--- config.mk ---
export PLATFORM = sky130hd
export DESIGN_NAME = dual_rate_glue
export DESIGN_NICKNAME = d
export VERILOG_FILES = /design/src/rtl/glue_pkg.sv /design/src/rtl/hb_tick_gen.sv /design/src/rtl/mode_ctrl.sv /design/src/rtl/rate_counter.sv /design/src/rtl/dual_rate_glue.sv
export SDC_FILE = /design/constraint.sdc
export NUM_CORES = 1
export LEC_CHECK = 0
export ABC_AREA = 1
export BUFFER_PORTS_ARGS = -buffer_cell sky130_fd_sc_hd__buf_2
export CORE_AREA = 2 2 66 130
export CTS_CLUSTER_SIZE = 12
export DETAILED_ROUTE_END_ITERATION = 10
export DIE_AREA = 0 0 68 132
export GPL_ROUTABILITY_DRIVEN = 0
export PLACE_DENSITY = 0.45
export RECOVER_POWER = 50
export REMOVE_ABC_BUFFERS = 1
export SLEW_MARGIN = 20
export SYNTH_ARGS = -nofsm -noshare
export SYNTH_HDL_FRONTEND = slang
export SYNTH_SLANG_ARGS = --single-unit
--- constraint.sdc ---
create_clock -name clk -period 2.95 [get_ports clk]
set_input_delay 0.4425 -clock clk [delete_from_list [all_inputs] [get_ports clk]]
set_output_delay 0.4425 -clock clk [all_outputs]
set_load 0.01 [all_outputs]
--- src/rtl/glue_pkg.sv ---
package glue_pkg;
    localparam int NUM_CNT = 3;

    typedef logic [1:0] mode_t;

    localparam mode_t MODE_PARK = 2'b00;
    localparam mode_t MODE_SLOW = 2'b01;
    localparam mode_t MODE_FAST = 2'b10;

    localparam logic [1:0] SEL_ALL = 2'b11;

    typedef mode_t [NUM_CNT-1:0] mode_vec_t;
endpackage

--- src/rtl/hb_tick_gen.sv ---
module hb_tick_gen #(
    parameter int unsigned TICK_DIV = 1000
) (
    input  logic clk,
    input  logic rst,
    output logic tick_o
);
    localparam int unsigned DW = (TICK_DIV > 1) ? $clog2(TICK_DIV) : 1;
    localparam logic [DW-1:0] LAST = DW'(TICK_DIV - 1);

    typedef struct packed {
        logic [DW-1:0] phase;
    } st_t;

    st_t st_d, st_q;

    always_comb begin
        st_d = st_q;
        if (st_q.phase == LAST) begin
            st_d.phase = '0;
        end else begin
            st_d.phase = st_q.phase + 1'b1;
        end
    end

    always_ff @(posedge clk) begin
        if (rst) begin
            st_q <= '0;
        end else begin
            st_q <= st_d;
        end
    end

    assign tick_o = (st_q.phase == LAST);

    // the phase never leaves its range
    a_r4_phase_range: assert property (@(posedge clk) disable iff (rst)
        st_q.phase <= LAST);

    generate
        if (TICK_DIV > 1) begin : g_multi
            // the enable lasts exactly one cycle
            a_r4_tick_single: assert property (@(posedge clk) disable iff (rst)
                tick_o |=> !tick_o);
            // the first cycle after reset carries no tick
            a_r9_phase_restart: assert property (@(posedge clk)
                rst |=> !tick_o);
        end
    endgenerate
endmodule

--- src/rtl/mode_ctrl.sv ---
module mode_ctrl
    import glue_pkg::*;
(
    input  logic       clk,
    input  logic       rst,
    input  logic       cmd_valid,
    input  logic [1:0] cmd_sel,
    input  mode_t      cmd_mode,
    output mode_vec_t  modes_o
);
    typedef struct packed {
        mode_vec_t modes;
    } st_t;

    st_t st_d, st_q;

    always_comb begin
        st_d = st_q;
        for (int i = 0; i < NUM_CNT; i++) begin
            if (cmd_valid && (cmd_sel == SEL_ALL || cmd_sel == 2'(i))) begin
                st_d.modes[i] = cmd_mode;
            end
        end
    end

    always_ff @(posedge clk) begin
        if (rst) begin
            st_q <= '0;
        end else begin
            st_q <= st_d;
        end
    end

    assign modes_o = st_q.modes;

    // no strobe, no change
    a_r8_hold_state: assert property (@(posedge clk) disable iff (rst)
        !cmd_valid |=> $stable(modes_o));
    // broadcast writes every field
    a_r7_broadcast: assert property (@(posedge clk) disable iff (rst)
        (cmd_valid && cmd_sel == SEL_ALL) |=>
            (modes_o[0] == $past(cmd_mode) && modes_o[1] == $past(cmd_mode)
             && modes_o[2] == $past(cmd_mode)));
    // a single-field write touches only its field
    a_r6_single_field: assert property (@(posedge clk) disable iff (rst)
        (cmd_valid && cmd_sel == 2'd1) |=>
            (modes_o[1] == $past(cmd_mode) && $stable(modes_o[0])
             && $stable(modes_o[2])));
    // reset parks every counter
    a_r9_reset_park: assert property (@(posedge clk)
        rst |=> modes_o == '0);
endmodule

--- src/rtl/rate_counter.sv ---
module rate_counter
    import glue_pkg::*;
#(
    parameter int W = 8
) (
    input  logic         clk,
    input  logic         rst,
    input  mode_t        mode,
    input  logic         tick,
    output logic [W-1:0] cnt_o
);
    typedef struct packed {
        logic [W-1:0] cnt;
    } st_t;

    st_t  st_d, st_q;
    logic step;

    always_comb begin
        case (mode)
            MODE_FAST: step = 1'b1;
            MODE_SLOW: step = tick;
            default:   step = 1'b0;
        endcase
        st_d = st_q;
        if (step) begin
            st_d.cnt = st_q.cnt + 1'b1;
        end
    end

    always_ff @(posedge clk) begin
        if (rst) begin
            st_q <= '0;
        end else begin
            st_q <= st_d;
        end
    end

    assign cnt_o = st_q.cnt;

    // system-rate step
    a_r3_fast_step: assert property (@(posedge clk) disable iff (rst)
        (mode == MODE_FAST) |=> cnt_o == $past(cnt_o) + W'(1));
    // heartbeat-rate step only on tick
    a_r4_slow_tick: assert property (@(posedge clk) disable iff (rst)
        (mode == MODE_SLOW && tick) |=> cnt_o == $past(cnt_o) + W'(1));
    a_r4_slow_wait: assert property (@(posedge clk) disable iff (rst)
        (mode == MODE_SLOW && !tick) |=> $stable(cnt_o));
    // parked (00 or 11) holds
    a_r5_park_hold: assert property (@(posedge clk) disable iff (rst)
        (mode != MODE_FAST && mode != MODE_SLOW) |=> $stable(cnt_o));
    // all-ones wraps to zero
    a_r1_wrap: assert property (@(posedge clk) disable iff (rst)
        (mode == MODE_FAST && cnt_o == '1) |=> cnt_o == '0);
    // reset clears
    a_r9_reset_clear: assert property (@(posedge clk)
        rst |=> cnt_o == '0);
endmodule

--- src/rtl/dual_rate_glue.sv ---
module dual_rate_glue
    import glue_pkg::*;
#(
    parameter int          W0       = 4,
    parameter int          W1       = 8,
    parameter int          W2       = 12,
    parameter int unsigned TICK_DIV = 1000
) (
    input  logic          clk,
    input  logic          rst,
    input  logic          cmd_valid,
    input  logic [1:0]    cmd_sel,
    input  logic [1:0]    cmd_mode,
    output logic [W0-1:0] cnt0_o,
    output logic [W1-1:0] cnt1_o,
    output logic [W2-1:0] cnt2_o,
    output logic [5:0]    state_o
);
    logic      hb_tick;
    mode_vec_t modes;

    hb_tick_gen #(.TICK_DIV(TICK_DIV)) u_tick (
        .clk    (clk),
        .rst    (rst),
        .tick_o (hb_tick)
    );

    mode_ctrl u_ctrl (
        .clk       (clk),
        .rst       (rst),
        .cmd_valid (cmd_valid),
        .cmd_sel   (cmd_sel),
        .cmd_mode  (cmd_mode),
        .modes_o   (modes)
    );

    rate_counter #(.W(W0)) u_cnt0 (
        .clk   (clk),
        .rst   (rst),
        .mode  (modes[0]),
        .tick  (hb_tick),
        .cnt_o (cnt0_o)
    );

    rate_counter #(.W(W1)) u_cnt1 (
        .clk   (clk),
        .rst   (rst),
        .mode  (modes[1]),
        .tick  (hb_tick),
        .cnt_o (cnt1_o)
    );

    rate_counter #(.W(W2)) u_cnt2 (
        .clk   (clk),
        .rst   (rst),
        .mode  (modes[2]),
        .tick  (hb_tick),
        .cnt_o (cnt2_o)
    );

    assign state_o = modes;

    // reported fields match the packed layout of counter 0
    a_r2_field0: assert property (@(posedge clk) disable iff (rst)
        (cmd_valid && cmd_sel == 2'd0) |=> state_o[1:0] == $past(cmd_mode));
endmodule

==> out/metrics.cfg <==
[outcome]
status=finished clean

[sta]
fin_crit_ns=1.74
rsz0062_at_grt=false
fmax_ghz=0.575
post-route-period-util_pct=59.0
whs_ns=0.477
setup_violations=0
maxSlewViolCount=0
skew_ns=0.00601
timing.final.ws_setup_ns=1.21
worst_pin_slew_ns=0.649
tns_ns=0
slew_headroom_pct=56.7
hold_viol=0

[global_route]
track_usage_pct=12.6
grt_max_degree=25
gr-total-overflow=0
antenna_found_initial=0
grt_pass1_vias=1909
grt_pass1_wl_um=8600

[setup_path]
rrSetupSlack_ns=1.21
worst_path_max_delay_cell=dfxtp_1
timing.rr.start=u_ctrl.modes_o[2]
crit_type=reg -> reg
worst-endpoint-required_ns=3.14
start_kind=flip-flop
crit_chain=inv_1 -> ha_1 -> inv_1 -> nand4_1 -> nor3_1 -> nand3_1 -> nand2_1 -> nor2_1
reg2reg_to=u_cnt1.cnt_o[7]
ff2ff_path_depth=8
critPathMaxStageDelay_ns=0.39
crit_top_cell=inv_1
cp_max_fo=5
critPathCaptureType=flip-flop
critPathArrivalTime_ns=1.93

[detailed_routing]
drc_errors=0
vias_per_cell=4.59
drt_first_pass_iters=4
detail-route-antenna-nets=0
avgRoutedWirePerCell_um=12.1
num_vias=1972
wl_um=5190
drt_iter0_markers=50

[layout]
diodes=0
drive_gt1_share_pct=13.5
fin_util_pct=32.0
nNetsFinal=353
syn_to_final_growth_pct=16.8

[pwr]
irDropWorstVdd_mv=0.210
finalPower_mw=1.31
p_leak_nw=0.941
power_density_nw_per_um2=515

[cts]
cts_hold_buf=0
cts_tree=yes
cts_resized=0
h-tree-depth=2
ctsLongestPathBuffers=2
clk-insertion-delay-late_ns=0.29
cts-root-buf=clkbuf_16
cts_setup_buffers=0
cts_buffers=5
clock-sinks=40
clkTransAtPathRegs_ns=0.06

[logic_synthesis]
synth_largest_area_cell=dfxtp_1
synth_area_sq_um=2180
yosys.area.top_type_share_pct=36.8
synth_cells=295
synth.distinct_cells=23
yosys_warnings=0
ys_top_cells_by_area=dfxtp_1 37%, nand2_1 9.0%, ha_1 7.5%, nor2_1 7.1%, nand3_1 6.9%
ys_seq_area_share_pct=36.8
avgSynthCellArea_sq_um=7.38
ys_ff_latch=40

[place]
post-place-ws_ns=1.19
dp_hpwl_um=4010
io_buffers=36

[floorplanning]
die_w_um=68
core_area_sq_um=7940
die_area_sq_um=8980
pin_count=37
initial_core_util_pct=27.4
die_h_um=132
core.rowCount=46

[hold_path]
min_from=u_tick.st_q[8]
holdPathStages=2
min_path_type=reg -> reg
hold_end=u_tick.st_q[8]

[run]
cap_violations=0

-- final cells by class --
cell class,instances,area (sq um)
clock buffer,5,125
clock inverter,3,42.5
fill,898,5400
inverter,35,131
multi-input combinational,214,1180
sequential,40,801
tap,96,120
timing repair buffer,37,145
-- stage by stage --
stage | cell area [sq um] | cells
final | 2540 | 430
after global routing | 2540 | 430
after CTS | 2590 | 430
after detailed placement | 2420 | 422
after global placement | 2420 | 422
after floorplan | 2110 | 289
-- cells in the mapped netlist --
cell type and number:
buf_12 2, buf_8 1, o21bai_1 1, nand3_1 30, nand2_1 52, clkbuf_1 1, nand4_1 6, buf_1 2
a21oi_2 15, nor2_2 8, nor3_1 7, nor2_4 2, dfxtp_1 40, o21a_1 1, ha_1 13, a21oi_1 20
nor2_1 41, nand2_2 3, o21ai_0 9, nor3b_1 2, nand2_4 2, nand4_2 2, inv_1 35
-- power breakdown --
group          internal (mW)  leakage [nW]  switching [mW]
clock network          0.398        0.0798           0.230
registers              0.554         0.324          0.0149
logic                 0.0350         0.537          0.0785
-- cell usage in the layout (no fill, tap or decap), drive strengths merged --
| master | count |
|---|---|
| clkinv | 1 |
| ha | 13 |
| nand2 | 57 |
| o21ai | 9 |
| o21a | 1 |
| nor2 | 51 |
| dfxtp | 40 |
| o21bai | 1 |
| nand4 | 8 |
| clkbuf | 37 |
| a21oi | 35 |
| bufinv | 1 |
| nand3 | 30 |
| inv | 35 |
| nor3 | 7 |
| clkinvlp | 1 |
| nor3b | 2 |
| buf | 5 |
-- metal layers --
| layer | wire length, um | global-route usage, % |
|---|---|---|
| met5 | 0 | 0 |
| met4 | 128 | 6.00 |
| met1 | 1950 | 12.6 |
| met2 | 2940 | 23.4 |
| met3 | 165 | 2.39 |
-- how the worst max path moves through the flow --
stage                                  from               to  slack (ns)  depth (start not counted)
after floorplan           u_ctrl.modes_o[2]  u_cnt1.cnt_o[7]        1.35                          8
final                     u_ctrl.modes_o[2]  u_cnt1.cnt_o[7]        1.21                          8
after detailed placement  u_ctrl.modes_o[2]  u_cnt1.cnt_o[7]        1.19                          8
after global placement                  rst   u_tick.st_q[7]        1.21                          5
after CTS                 u_ctrl.modes_o[2]  u_cnt1.cnt_o[7]        1.19                          8
after global routing      u_ctrl.modes_o[2]  u_cnt1.cnt_o[7]        1.03                          8
-- worst max-delay path, delay by kind of cell (launching register included) --
family,cells,cell delay (ns)
simple gates,5,0.69
flops,1,0.39
fa+ha+maj,1,0.34
buf+inv,2,0.22
-- logic make-up (layout without fill, tap and decap cells) --
group                      count (synthesis)  in the layout  synth area share (%)
and+or+nand+nor                          155            155                  33.3
AOI/OAI and AO/OA                         46             46                  13.4
adders and majority gates                 13             13                  7.47
DFF                                       40             40                  36.8
buffers and inverters                     41             80                  9.08
-- flip-flops by register name, indices dropped and copies added, names as in the netlist --
register and flops:
u_cnt2.cnt_o 12, u_cnt1.cnt_o 8, u_ctrl.modes_o 6, u_cnt0.cnt_o 4
u_tick.st_q 10
No activity file was read; power rests on OpenSTA's default activity.
